--- src/rtl/wdg_pkg.sv ---
package wdg_pkg;

   typedef struct packed {
      logic       src;      // 1: crystal clock, 0: oscillator tick
      logic       stop_en;  // count while in STOP
      logic       halt_en;  // count while in HALT
      logic [1:0] tap;      // timeout tap code
   } wdg_mode_t;

   localparam wdg_mode_t MODE_RST = '{src: 1'b0, stop_en: 1'b1, halt_en: 1'b1, tap: 2'b00};

   localparam int NUM_TAPS = 4;

endpackage

--- src/rtl/wdg_rst_filter.sv ---
module wdg_rst_filter #(
   parameter int HOLD = 4
) (
   input  logic clk,
   input  logic por_n,
   input  logic ext_n,
   output logic active
);

   if (HOLD < 2) begin : g_bad_hold
      $error("wdg_rst_filter: HOLD must be at least 2");
   end

   logic [HOLD-1:0] low_hist;

   always_ff @(posedge clk or negedge por_n) begin
      if (!por_n) low_hist <= '0;
      else        low_hist <= {low_hist[HOLD-2:0], ~ext_n};
   end

   assign active = &low_hist;

   // the filter may only report a held pin if the latest sample was low
   p_glitch_r10: assert property (@(posedge clk) disable iff (!por_n)
      active |-> $past(~ext_n));

endmodule

--- src/rtl/wdg_chain.sv ---
module wdg_chain
   import wdg_pkg::*;
#(
   parameter int CW        = 16,
   parameter int XT0       = 256,
   parameter int XT1       = 512,
   parameter int XT2       = 1024,
   parameter int XT3       = 4096,
   parameter int RC0       = 5,
   parameter int RC1       = 15,
   parameter int RC2       = 25,
   parameter int RC3       = 100,
   parameter int POR_TICKS = 5
) (
   input  logic       clk,
   input  logic       por_n,
   input  logic       tick,
   input  logic       clear,
   input  logic       use_por,
   input  logic       src,
   input  logic [1:0] tap,
   output logic       hit
);

   localparam int XT_TAB [NUM_TAPS] = '{XT0, XT1, XT2, XT3};
   localparam int RC_TAB [NUM_TAPS] = '{RC0, RC1, RC2, RC3};
   localparam logic [CW-1:0] ONE = 1;

   if (CW < 2 || CW > 31) begin : g_bad_cw
      $error("wdg_chain: CW out of range");
   end
   if (POR_TICKS < 1 || POR_TICKS >= (1 << CW)) begin : g_bad_por
      $error("wdg_chain: POR_TICKS does not fit");
   end

   logic [CW-1:0] lim_xt [NUM_TAPS];
   logic [CW-1:0] lim_rc [NUM_TAPS];

   for (genvar i = 0; i < NUM_TAPS; i++) begin : g_tap
      if (XT_TAB[i] < 1 || XT_TAB[i] >= (1 << CW)) begin : g_bad_xt
         $error("wdg_chain: crystal tap does not fit");
      end
      if (RC_TAB[i] < 1 || RC_TAB[i] >= (1 << CW)) begin : g_bad_rc
         $error("wdg_chain: oscillator tap does not fit");
      end
      assign lim_xt[i] = CW'(XT_TAB[i]);
      assign lim_rc[i] = CW'(RC_TAB[i]);
   end

   logic [CW-1:0] cnt;
   logic [CW-1:0] limit;

   always_comb begin
      if (use_por)  limit = CW'(POR_TICKS);
      else if (src) limit = lim_xt[tap];
      else          limit = lim_rc[tap];
   end

   assign hit = tick & ~clear & (cnt == limit - ONE);

   always_ff @(posedge clk or negedge por_n) begin
      if (!por_n)           cnt <= '0;
      else if (clear | hit) cnt <= '0;
      else if (tick)        cnt <= cnt + ONE;
   end

   p_bound_r3: assert property (@(posedge clk) disable iff (!por_n)
      cnt < limit);
   p_freeze_r8: assert property (@(posedge clk) disable iff (!por_n)
      (!tick && !clear) |=> $stable(cnt));
   p_clear_r6: assert property (@(posedge clk) disable iff (!por_n)
      clear |=> (cnt == '0));

endmodule

--- src/rtl/wdg_pulse.sv ---
module wdg_pulse #(
   parameter int STRETCH = 18
) (
   input  logic clk,
   input  logic por_n,
   input  logic load,
   input  logic por_done,
   output logic por_busy,
   output logic rst_out
);

   localparam int SW = $clog2(STRETCH + 1);
   localparam logic [SW-1:0] S_LOAD = SW'(STRETCH);
   localparam logic [SW-1:0] S_ONE  = 1;

   if (STRETCH < 1) begin : g_bad_stretch
      $error("wdg_pulse: STRETCH must be positive");
   end

   logic [SW-1:0] remain;

   always_ff @(posedge clk or negedge por_n) begin
      if (!por_n)            remain <= '0;
      else if (load)         remain <= S_LOAD;
      else if (remain != '0) remain <= remain - S_ONE;
   end

   always_ff @(posedge clk or negedge por_n) begin
      if (!por_n)        por_busy <= 1'b1;
      else if (por_done) por_busy <= 1'b0;
   end

   assign rst_out = por_busy | (remain != '0);

   p_load_r4: assert property (@(posedge clk) disable iff (!por_n)
      load |=> (rst_out && remain == S_LOAD));
   p_por_end_r1: assert property (@(posedge clk) disable iff (!por_n)
      $fell(por_busy) |-> (remain == S_LOAD));

endmodule

--- src/rtl/wdg_ctrl.sv ---
module wdg_ctrl
   import wdg_pkg::*;
#(
   parameter int CW        = 16,
   parameter int XT0       = 256,
   parameter int XT1       = 512,
   parameter int XT2       = 1024,
   parameter int XT3       = 4096,
   parameter int RC0       = 5,
   parameter int RC1       = 15,
   parameter int RC2       = 25,
   parameter int RC3       = 100,
   parameter int POR_TICKS = 5,
   parameter int STRETCH   = 18,
   parameter int HOLD      = 4
) (
   input  logic       clk,
   input  logic       por_n,
   input  logic       osc_tick,
   input  logic       halt_i,
   input  logic       stop_i,
   input  logic       ext_rst_n,
   input  logic       wdt_clr,
   input  logic       mode_we,
   input  logic [4:0] mode_wdata,
   output logic [4:0] mode_q,
   output logic       rst_out
);

   wdg_mode_t mode;
   logic ext_act, por_busy, hit;
   logic clr_ok, we_ok, low_ok, tick, chain_clr;
   logic por_done, wdt_to, load;

   wdg_rst_filter #(.HOLD(HOLD)) u_filt (
      .clk    (clk),
      .por_n  (por_n),
      .ext_n  (ext_rst_n),
      .active (ext_act)
   );

   assign clr_ok = wdt_clr & ~rst_out;
   assign we_ok  = mode_we & ~rst_out;
   assign low_ok = (~halt_i | mode.halt_en) & (~stop_i | mode.stop_en);

   always_comb begin
      if (por_busy)      tick = osc_tick;
      else if (mode.src) tick = ~stop_i & low_ok;
      else               tick = osc_tick & low_ok;
   end

   assign chain_clr = (rst_out & ~por_busy) | clr_ok | we_ok | ext_act;

   wdg_chain #(
      .CW(CW), .XT0(XT0), .XT1(XT1), .XT2(XT2), .XT3(XT3),
      .RC0(RC0), .RC1(RC1), .RC2(RC2), .RC3(RC3), .POR_TICKS(POR_TICKS)
   ) u_chain (
      .clk     (clk),
      .por_n   (por_n),
      .tick    (tick),
      .clear   (chain_clr),
      .use_por (por_busy),
      .src     (mode.src),
      .tap     (mode.tap),
      .hit     (hit)
   );

   assign por_done = hit & por_busy;
   assign wdt_to   = hit & ~por_busy;
   assign load     = por_done | wdt_to | ext_act;

   wdg_pulse #(.STRETCH(STRETCH)) u_pulse (
      .clk      (clk),
      .por_n    (por_n),
      .load     (load),
      .por_done (por_done),
      .por_busy (por_busy),
      .rst_out  (rst_out)
   );

   always_ff @(posedge clk or negedge por_n) begin
      if (!por_n)                mode <= MODE_RST;
      else if (wdt_to | ext_act) mode <= MODE_RST;
      else if (we_ok)            mode <= wdg_mode_t'(mode_wdata);
   end

   assign mode_q = mode;

   p_mode_dflt_r5: assert property (@(posedge clk) disable iff (!por_n)
      wdt_to |=> (mode_q == MODE_RST));
   p_wr_ignored_r11: assert property (@(posedge clk) disable iff (!por_n)
      (rst_out && !load) |=> $stable(mode_q));

endmodule

--- config.mk ---
export PLATFORM = sky130hd
export DESIGN_NAME = wdg_ctrl
export DESIGN_NICKNAME = d
export VERILOG_FILES = /design/src/rtl/wdg_pkg.sv /design/src/rtl/wdg_rst_filter.sv /design/src/rtl/wdg_chain.sv /design/src/rtl/wdg_pulse.sv /design/src/rtl/wdg_ctrl.sv
export SDC_FILE = /design/constraint.sdc
export NUM_CORES = 1
export LEC_CHECK = 0
export ABC_AREA = 0
export BUFFER_PORTS_ARGS = -buffer_cell sky130_fd_sc_hd__buf_2
export CORE_UTILIZATION = 60
export CTS_CLUSTER_SIZE = 20
export DETAILED_ROUTE_END_ITERATION = 10
export GPL_ROUTABILITY_DRIVEN = 0
export HOLD_SLACK_MARGIN = 0.1
export PLACE_DENSITY = 0.8
export SLEW_MARGIN = 10
export SYNTH_ARGS = -nofsm -noshare
export SYNTH_HDL_FRONTEND = slang
export SYNTH_SLANG_ARGS = --single-unit
--- constraint.sdc ---
create_clock -name clk -period 4.04 [get_ports clk]
set_clock_uncertainty 0.1 [all_clocks]
set_input_delay 0.202 -clock clk [delete_from_list [all_inputs] [get_ports clk]]
set_output_delay 0.202 -clock clk [all_outputs]
set_load 0.005 [all_outputs]
==> impl_metrics.json, run 1 <==
{
  "drc": 0,
  "yosys_warnings": 0,
  "rsz0062_at_grt": "false",
  "drive_above_1_share_pct": 16.1,
  "dp_hpwl_um": 3490,
  "track_usage_pct": 27.7,
  "syn-cell-area_um2": 2220,
  "ys_ff_latch": 31,
  "io_pins": 19,
  "total_power_mw": 1.20,
  "cts-htree-levels": 2,
  "post-route-period-util_pct": 82.4,
  "die_w_um": 62.8,
  "rows": 21,
  "worstMarginPinSlew_ps": 706,
  "r2r_slack_ps": 710,
  "synth_ff_type": "dfrtp_1",
  "pre_cts_slack_ps": 779,
  "cp_max_fo": 22,
  "setup_viol": 0,
  "worstHoldPathType": "input pin to flop",
  "final_common_cell": "dfrtp_1",
  "synth_xor_area_share_pct": 11.4,
  "synth.area.top_cells": "dfrtp_1 (32%), xnor2_1 (8.3%), ha_1 (5.1%)",
  "outcome": "complete, no violations",
  "cts_root_buf": "clkbuf_8",
  "synth-simple-area-share_pct": 27.9,
  "slew_viol_final": 0,
  "synth_edf_count": 0,
  "peakVddDrop_mv": 0.416,
  "dr.pass1.iters": 4,
  "clk_pin_slew_ps": 70,
  "synth_cells": 241,
  "reg2regPathDepth": 9,
  "relSlewSlack_pct": 53.0,
  "clock_latency_ps": 290,
  "worstReg2RegEnd": "u_chain.cnt[9]",
  "grt_max_degree": 32,
  "holdWs_ps": 186,
  "overflow": 0,
  "cap_violations": 0,
  "ant_nets": 0,
  "cp.required_ps": 4100,
  "synth_top_area_share_pct": 31.5,
  "vias": 1882,
  "fmax_mhz": 300,
  "dieArea_um2": 3950,
  "wl_um": 4930,
  "synth_top_family_by_area": "simple AND/OR/NAND/NOR gates",
  "num-nets-final": 282,
  "numCtsBuffers": 5,
  "synth_compound_area_share_pct": 10.8,
  "start_kind": "flop",
  "synth_top_area_cell": "dfrtp_1",
  "final_cells": 307,
  "drt_iter0_markers": 118,
  "crit_type": "flop to flop",
  "synth_cell_types": 58,
  "ys_async_sr_fraction_pct": 100,
  "grt_pass1_wl_um": 8530,
  "leakage_nw": 0.983,
  "hold_violations": 0,
  "wl_per_cell_um": 16.1,
  "grt_pass1_vias": 1801,
  "hp-start": "mode_wdata[1]",
  "nFillCells": 272,
  "synthAdderAreaFrac_pct": 5.07,
  "start_util_pct": 64.5,
  "cts_setup_buffers": 0,
  "synth.avg_cell_area_um2": 9.22,
  "fp.dieH_um": 62.8,
  "synth_nets": 263,
  "hold_path_end": "mode_q[1]",
  "fin_tns_setup_ps": 0,
  "cts_tree": "yes",
  "synth_mux_area_share_pct": 4.28,
  "p_per_area_nw_per_um2": 486,
  "area_growth_pct": 10.8,
  "diodes": 0,
  "r2r-start": "u_pulse.por_busy",
  "ys_seq_area_share_pct": 35.1,
  "port_buffers": 18,
  "antenna_found_initial": 0,
  "layout_common_cells": "dfrtp_1 (28), nor3_1 (22), xnor2_1 (21)",
  "clk_path_buf_depth": 2,
  "vias_per_cell": 6.13,
  "holdPathStages": 3,
  "worst_slack_ps": 709,
  "place_inst": 295,
  "regArea_um2": 779,
  "layout_min_cycle_time_ps": 3330,
  "multi_input_area_um2": 1320,
  "core_area_um2": 3440,
  "clock-sinks": 31,
  "worstSetupEndpointType": "flop",
  "cp_data_arrival_time_ps": 3390
}
[cell type report]
cell class | count | area share, %
multi-input cells | 185 | 53.7
flip-flops and latches | 31 | 31.7
repair buffers | 23 | 5.60
clock buffers | 5 | 2.80
well taps | 46 | 2.34
inverters | 14 | 2.14
clock inverters | 3 | 1.78
[power breakdown]
group	switching [mW]	internal, mW	leakage (nW)
clock network	0.122	0.183	0.0581
registers	0.0868	0.370	0.401
logic	0.236	0.199	0.524
[what timing repair did]
| action | 4_1_cts | 5_1_grt |
|---|---|---|
| gates resized for setup | 0 | 0 |
| endpoints found under the setup margin | 0 | 0 |
| hold buffers | 4 | 0 |
| endpoints found under the hold margin | 31 | 0 |
[flip-flops by register name, indices dropped and copies added (netlist names)]
signal / cells
u_pulse.por_busy: 1
u_filt.low_hist: 4
u_chain.cnt: 16
u_pulse.remain: 5
mode_q: 5
[layer usage]
metal / share of wire [%] / global-route usage (%)
met5: 0 / 0
met4: 2.2 / 10.8
met3: 3.6 / 5.29
met2: 46 / 44.2
met1: 48 / 37.0
[cell usage after synthesis (2+ instances only)]
library cell / count
a2111oi_0: 2
a21oi_1: 5
a31oi_1: 2
and2_1: 2
and3_1: 6
buf_2: 4
buf_4: 2
buf_6: 2
clkbuf_1: 3
dfrtp_1: 28
dfstp_2: 3
ha_1: 9
inv_1: 14
mux2_2: 4
mux2i_1: 5
nand2_1: 15
nand2b_1: 5
nand3_1: 9
nand3b_1: 2
nand4_1: 5
nand4b_1: 2
nor2_1: 15
nor2b_1: 3
nor3_1: 22
nor3_2: 2
nor3b_1: 5
nor4_1: 3
o211ai_1: 3
o21ai_0: 3
xnor2_1: 21
xor2_1: 8
[through the flow]
stage	util, %	instance area (um^2)
after global placement	67.0	2310
after floorplan	-	2220
after detailed placement	67.0	2310
final	71.5	2460
after global routing	71.5	2460
after CTS	71.5	2460
[critical path, stage by stage (launching register included)]
cell,delay (ps)
dfstp_2,740
nor2_1,160
nand2_1,110
ha_1,300
mux2_2,370
o311ai_1,250
nand4b_1,130
a2111o_1,410
and4bb_4,510
nor3_1,110
[logic make-up after synthesis]
| logic type | after synthesis |
|---|---|
| AOI/OAI and AO/OA | 32 |
| xor gates and xnor gates | 29 |
| adders and majority gates | 9 |
| buffers and inverters | 25 |
| DFF | 31 |
| muxes | 9 |
| and+or+nand+nor | 106 |
[worst max-delay path by stage]
| stage | endpoint | start | cells past startpoint | slack, ps |
|---|---|---|---|---|
| 2_1_floorplan | u_chain.cnt[10] | mode_q[1] | 12 | 1130 |
| 3_3_place_gp | u_pulse.remain[1] | u_pulse.por_busy | 9 | 860 |
| 3_5_place_dp | u_pulse.remain[1] | u_pulse.por_busy | 9 | 780 |
| 4_1_cts | u_chain.cnt[9] | u_pulse.por_busy | 9 | 760 |
| 5_1_grt | u_chain.cnt[9] | u_pulse.por_busy | 9 | 550 |
| 6_report | u_chain.cnt[9] | u_pulse.por_busy | 9 | 710 |
No activity file was read; power rests on OpenSTA's default activity.
==> inputs of run 2 (changes only) <==
Settings changed: CORE_UTILIZATION 60 to 54, PLACE_DENSITY 0.8 to 0.76.
Clock period 4.04 ns to 3 ns, I/O delays scaled along.
==> run 2 against run 1 <==
Cell area up 16%. Final cell count grew 9.1%. Register-to-register slack worse by 670 ps. Largest cell class unchanged. Critical path depth is 3 higher. Sequential cell count stayed put. Highest routed layer unchanged. Via count up 8.7%. Wire length grew 19%. Sequential power up 29%. Die area up 11%. Fmax is 13% higher.
==> impl_metrics.json, run 2 (synthesized netlist as in run 1, its figures left out) <==
{
  "vias": 2045,
  "fin_tns_setup_ps": 0,
  "cts-htree-levels": 2,
  "start_kind": "flop",
  "overflow": 0,
  "critical_path.startpoint": "mode_q[1]",
  "p_per_area_nw_per_um2": 638,
  "clk_pin_slew_ps": 70,
  "numCtsBuffers": 5,
  "reg2regPathDepth": 12,
  "post-route-period-util_pct": 98.6,
  "final_common_cell": "dfrtp_1",
  "cp.depth": 12,
  "layout_common_cells": "dfrtp_1 (26), nor3_1 (22), buf_4 (21)",
  "drc": 0,
  "num-nets-final": 308,
  "clock_latency_ps": 290,
  "cap_violations": 0,
  "worstSetupEndpointType": "flop",
  "grt_pass1_vias": 1861,
  "wl_um": 5880,
  "slew_viol_final": 0,
  "cp_max_fo": 5,
  "critical_path.slowest_cell": "dfrtp_2",
  "largest_register": "u_chain.cnt",
  "layout_min_cycle_time_ps": 2960,
  "peakVddDrop_mv": 0.564,
  "worstReg2RegEnd": "u_chain.cnt[3]",
  "hold_violations": 0,
  "cp_data_arrival_time_ps": 3020,
  "crit_type": "flop to flop",
  "antenna_found_initial": 0,
  "rsz0062_at_grt": "true",
  "worstHoldPathType": "input pin to flop",
  "outcome": "complete, no violations",
  "largest_reg_flops": 16,
  "leakage_nw": 1.15,
  "cpMostUsedCell": "ha_4",
  "grt_max_degree": 32,
  "grt_pass1_wl_um": 8690,
  "critPathTopFamily": "simple AND/OR/NAND/NOR gates",
  "vias_per_cell": 6.10,
  "worstMarginPinSlew_ps": 673,
  "r2r-start": "mode_q[1]",
  "cp_num_buf_inv": 3,
  "r2r_slack_ps": 40,
  "ant_nets": 0,
  "port_buffers": 18,
  "cts_root_buf": "clkbuf_8",
  "cpPeakStageDelay_ps": 460,
  "area_growth_pct": 28.6,
  "dieArea_um2": 4370,
  "fp.dieH_um": 66.1,
  "fmax_mhz": 338,
  "drive_above_1_share_pct": 31.4,
  "dp_hpwl_um": 3670,
  "rows": 22,
  "io_pins": 19,
  "start_util_pct": 58.5,
  "die_w_um": 66.1,
  "cts_tree": "yes",
  "clk_path_buf_depth": 2,
  "wl_per_cell_um": 17.5,
  "diodes": 0,
  "track_usage_pct": 26.7,
  "core_area_um2": 3800,
  "crit_path_cell_trace": "inv_2 -> ha_4 -> nand2_2 -> ha_4 -> buf_6 -> xnor2_2 -> xnor2_1 -> or3_1 -> a2111o_1 -> and4bb_4 -> clkbuf_16 -> nor3_1",
  "clock-sinks": 31,
  "setup_viol": 0,
  "relSlewSlack_pct": 55.1,
  "dr.pass1.iters": 4,
  "utilization_pct": 75.2,
  "cp.required_ps": 3060,
  "crit_path_end": "u_chain.cnt[3]",
  "drt_iter0_markers": 155
}
-- run 2: cell types whose count changed in the layout (fill, tap and decap cells not counted), sizes merged --
cell / previous run / this run
buf: 19 / 43
clkbuf: 5 / 7
-- run 2: area by class of cell --
cell class,instances,area [um^2]
repair buffers,49,392
clock inverters,3,43.8
multi-input cells,185,1460
well taps,48,60.1
clock buffers,5,68.8
fillers,255,943
inverters,14,52.6
flip-flops and latches,31,782
-- run 2: tightest hold or removal path, stage by stage --
cell,delay [ps]
buf_2,80
mux2_2,120
and3_1,130
-- run 2: worst min path at each step --
stage                   from            endpoint  slack [ps]  cells past startpoint
2_1_floorplan          por_n           mode_q[0]        -250                      0
3_3_place_gp           por_n  u_filt.low_hist[1]         120                      1
3_5_place_dp           por_n   u_pulse.remain[0]         120                      1
4_1_cts        mode_wdata[0]           mode_q[0]         120                      3
5_1_grt        mode_wdata[0]           mode_q[0]         120                      3
6_report       mode_wdata[0]           mode_q[0]         120                      3
-- run 2: power breakdown --
part	total [mW]	switching, mW	internal, mW
combinational	0.826	0.417	0.409
sequential	0.587	0.0891	0.498
clock	0.409	0.162	0.247
total	1.82	0.668	1.15
-- run 2: per-layer routing --
metal / global-route usage [%] / part of all wire [%] / vias to the layer above
met2: 42.6 / 51 / 68
met3: 4.66 / 4.6 / 10
met1: 36.0 / 42 / 1012
met4: 9.84 / 2.1 / 0
li1: - / - / 955
met5: 0 / 0 / -
-- run 2: per-stage QoR --
| step | instance area, um^2 | total power [mW] | hold slack [ps] | worst slack [ps] | instances |
|---|---|---|---|---|---|
| 2_1_floorplan | 2220 | 1.05 | -246 | 90.4 | 241 |
| 3_3_place_gp | 2490 | 1.27 | 122 | 85.1 | 319 |
| 3_5_place_dp | 2490 | 1.29 | 122 | 30.0 | 319 |
| 4_1_cts | 2640 | 1.71 | 118 | 12.1 | 331 |
| 5_1_grt | 2860 | 1.93 | 123 | -63.3 | 335 |
| 6_report | 2860 | 1.82 | 124 | 40.5 | 335 |
-- run 2: what timing repair did --
| item | 4_1_cts | 5_1_grt |
|---|---|---|
| setup endpoints to repair | 0 | 27 |
| gates resized for setup | 0 | 34 |
| buffers inserted | 0 | 1 |
| endpoints found under the hold margin | 31 | 0 |
| hold buffers | 4 | 0 |
==> inputs of run 3 (changes only) <==
Settings changed: SYNTH_HIERARCHICAL set to 1.
==> run 3 against run 2 <==
The flow now finishes with violations (setup timing). Clock power grew 4.9%. Sequential cell count is the same. Final cell count shrank 5.4%. Non-clock buffer count shrank 13. Synthesized cell count shrank 2.1%. Sequential share of layout area grew 2.2 points. Global-route usage shrank 0.59 points. Sequential power shrank 2%. Combinational power shrank 11%.
==> impl_metrics.json, run 3 <==
{
  "outcome": "finished, violations left",
  "violations": "setup timing",
  "synth_cells": 236,
  "area_growth_pct": 19.3,
  "cts_tree": "yes",
  "drive_above_1_share_pct": 25.7,
  "clk_path_buf_depth": 2,
  "placed_area_um2": 2350,
  "slew_viol_final": 0,
  "ant_nets": 0,
  "antenna_found_initial": 0,
  "drt_iter0_markers": 149,
  "p_seq_share_pct": 33.0,
  "synth-simple-area-share_pct": 26.7,
  "dieArea_um2": 4340,
  "fmax_mhz": 326,
  "syn-cell-area_um2": 2210,
  "synth_ff_type": "dfrtp_1",
  "synth_edf_count": 0,
  "synth_compound_area_share_pct": 15.2,
  "holdWs_ps": 171,
  "p_comb_share_pct": 42.3,
  "vias_per_cell": 5.95,
  "utilization_pct": 69.3,
  "synth.avg_cell_area_um2": 9.35,
  "cap_violations": 0,
  "rows": 22,
  "drc": 0,
  "cp.required_ps": 3110,
  "ys_ff_latch": 31,
  "cts-htree-levels": 2,
  "die_w_um": 65.9,
  "synth_nets": 258,
  "switching_share_pct": 37.1,
  "clock_latency_ps": 290,
  "synth_top_family_by_area": "simple AND/OR/NAND/NOR gates",
  "port_buffers": 18,
  "wl_per_cell_um": 15.5,
  "synth_top_area_share_pct": 31.8,
  "ys_async_sr_fraction_pct": 100,
  "worstHoldPathType": "input pin to flop",
  "clock-sinks": 31,
  "worst_slack_ps": -66.5,
  "core_area_um2": 3800,
  "cts_root_buf": "clkbuf_8",
  "layout_min_cycle_time_ps": 3070,
  "start_util_pct": 58.1,
  "intPower_mw": 1.09,
  "num-nets-final": 290,
  "synth.area.top_cells": "dfrtp_1 (32%), xnor2_1 (5.6%), ha_1 (5.1%)",
  "grt_pass1_vias": 1853,
  "cp_max_fo": 6,
  "start_kind": "flop",
  "fp.dieH_um": 65.9,
  "wl_um": 4900,
  "worstSetupEndpointType": "flop",
  "leakage_nw": 1.10,
  "layout_common_cells": "dfrtp_1 (28), buf_2 (18), nand2_1 (16)",
  "crit_type": "flop to flop",
  "vias": 1885,
  "grt_max_degree": 32,
  "dp_hpwl_um": 3420,
  "synth_cell_types": 52,
  "final_common_cell": "dfrtp_1",
  "peakVddDrop_mv": 0.502,
  "post-route-period-util_pct": 102,
  "track_usage_pct": 26.1,
  "largest_reg_flops": 16,
  "clk_pin_slew_ps": 80,
  "clockPowerShare_pct": 24.7,
  "nFillCells": 308,
  "worstMarginPinSlew_ps": 705,
  "fin_tns_setup_ps": -123,
  "p_per_area_nw_per_um2": 661,
  "place_inst": 300,
  "synth_mux_area_share_pct": 3.69,
  "synth_common_cells": "dfrtp_1 (28), a21oi_1 (16), nand2_1 (16), inv_1 (15), xnor2_1 (14)",
  "io_pins": 19,
  "fin_area_um2": 2630,
  "setup_viol": 9,
  "overflow": 0,
  "grt_pass1_wl_um": 8600,
  "synth_top_area_cell": "dfrtp_1",
  "dr.pass1.iters": 4,
  "final_cells": 317,
  "p_sw_uw": 645,
  "numCtsBuffers": 5,
  "largest_register": "u_chain/cnt",
  "ys_seq_area_share_pct": 35.3,
  "synthAdderAreaFrac_pct": 5.10,
  "yosys_warnings": 6,
  "relSlewSlack_pct": 53.0,
  "diodes": 0,
  "cp_data_arrival_time_ps": 3170,
  "synth_xor_area_share_pct": 7.15,
  "synth.most_common_cell": "dfrtp_1",
  "rsz0062_at_grt": "true",
  "hold_violations": 0
}
run 3: changes by cell type after synthesis, moves of 4 or more:
cell / previous run / this run
a21o_1: 0 / 4
xnor2_1: 21 / 14
a21oi_1: 5 / 16
or3_1: 1 / 7
buf_6: 2 / 7
xor2_1: 8 / 4
a211oi_1: 1 / 6
nor3_1: 22 / 6
run 3: worst paths after layout:
path,start,endpoint,slack [ps],cells after the start
worst max-delay path,u_pulse/remain[0],u_pulse/remain[1],-70,15
worst max register to register,u_pulse/remain[0],u_pulse/remain[1],-70,15
max in group asynchronous,por_n,u_filt/low_hist[2],1950,2
worst min register to register,u_filt/low_hist[0],u_filt/low_hist[1],280,0
min in group asynchronous,por_n,u_pulse/remain[2],390,2
worst min-delay path,mode_we,mode_q[3],170,4
run 3: metrics by stage:
step / total power, mW / setup WS (ps)
final: 1.74 / -66.5
after CTS: 1.71 / -50.9
after global placement: 1.24 / -7.59
after floorplan: 1.11 / -13.2
after global routing: 1.87 / -283
after detailed placement: 1.26 / -63.4
run 3: routing by layer:
metal | vias to the layer above | routed length [um] | GRT usage, %
li1 | 911 | - | -
met1 | 926 | 2240 | 34.1
met2 | 44 | 2430 | 42.3
met3 | 4 | 191 | 6.03
met4 | 0 | 35 | 8.15
met5 | - | 0 | 0
run 3: kinds of logic after synthesis:
logic type | Yosys count
AOI/OAI and AO/OA | 48
xor gates and xnor gates | 18
and+or+nand+nor | 96
adders and majority gates | 9
buffers and inverters | 26
muxes | 8
DFF | 31
run 3: layout make-up:
cell class                      instances  area, um^2  share of cell area [%]
Clock inverter                          2        35.0                    1.33
Sequential cell                        31         779                    29.6
Inverter                               15        56.3                    2.14
Timing Repair Buffer                   36         250                    9.51
Clock buffer                            6        82.6                    3.14
Multi-Input combinational cell        179        1370                    52.0
Tap cell                               48        60.1                    2.28
run 3: power by group through the flow:
stage	Combinational, mW	Clock (mW)	Sequential [mW]
2_1_floorplan	0.550	0	0.561
3_3_place_gp	0.666	0	0.578
3_5_place_dp	0.678	0	0.579
4_1_cts	0.698	0.438	0.572
5_1_grt	0.826	0.455	0.586
6_report	0.736	0.429	0.574
run 3: worst max-delay path, stage by stage, from the launching register on:
cell and delay, ps:
dfrtp_1 390, inv_2 80, ha_4 140, nor4b_4 200, nand2b_1 110, nor3_2 110, a21oi_1 50, or2_4 230
or3b_4 380, nor2_1 120, nand4_1 100, nand3b_1 220, nor4_4 360, or2_4 220, nor2_1 50, a21oi_1 110
run 3: timing repair:
item,4_1_cts,5_1_grt
setup buffers,0,2
endpoints found under the setup margin,8,27
resized for setup,1,16
endpoints found under the hold margin,34,0
hold buffers,7,0
pin swaps,0,7
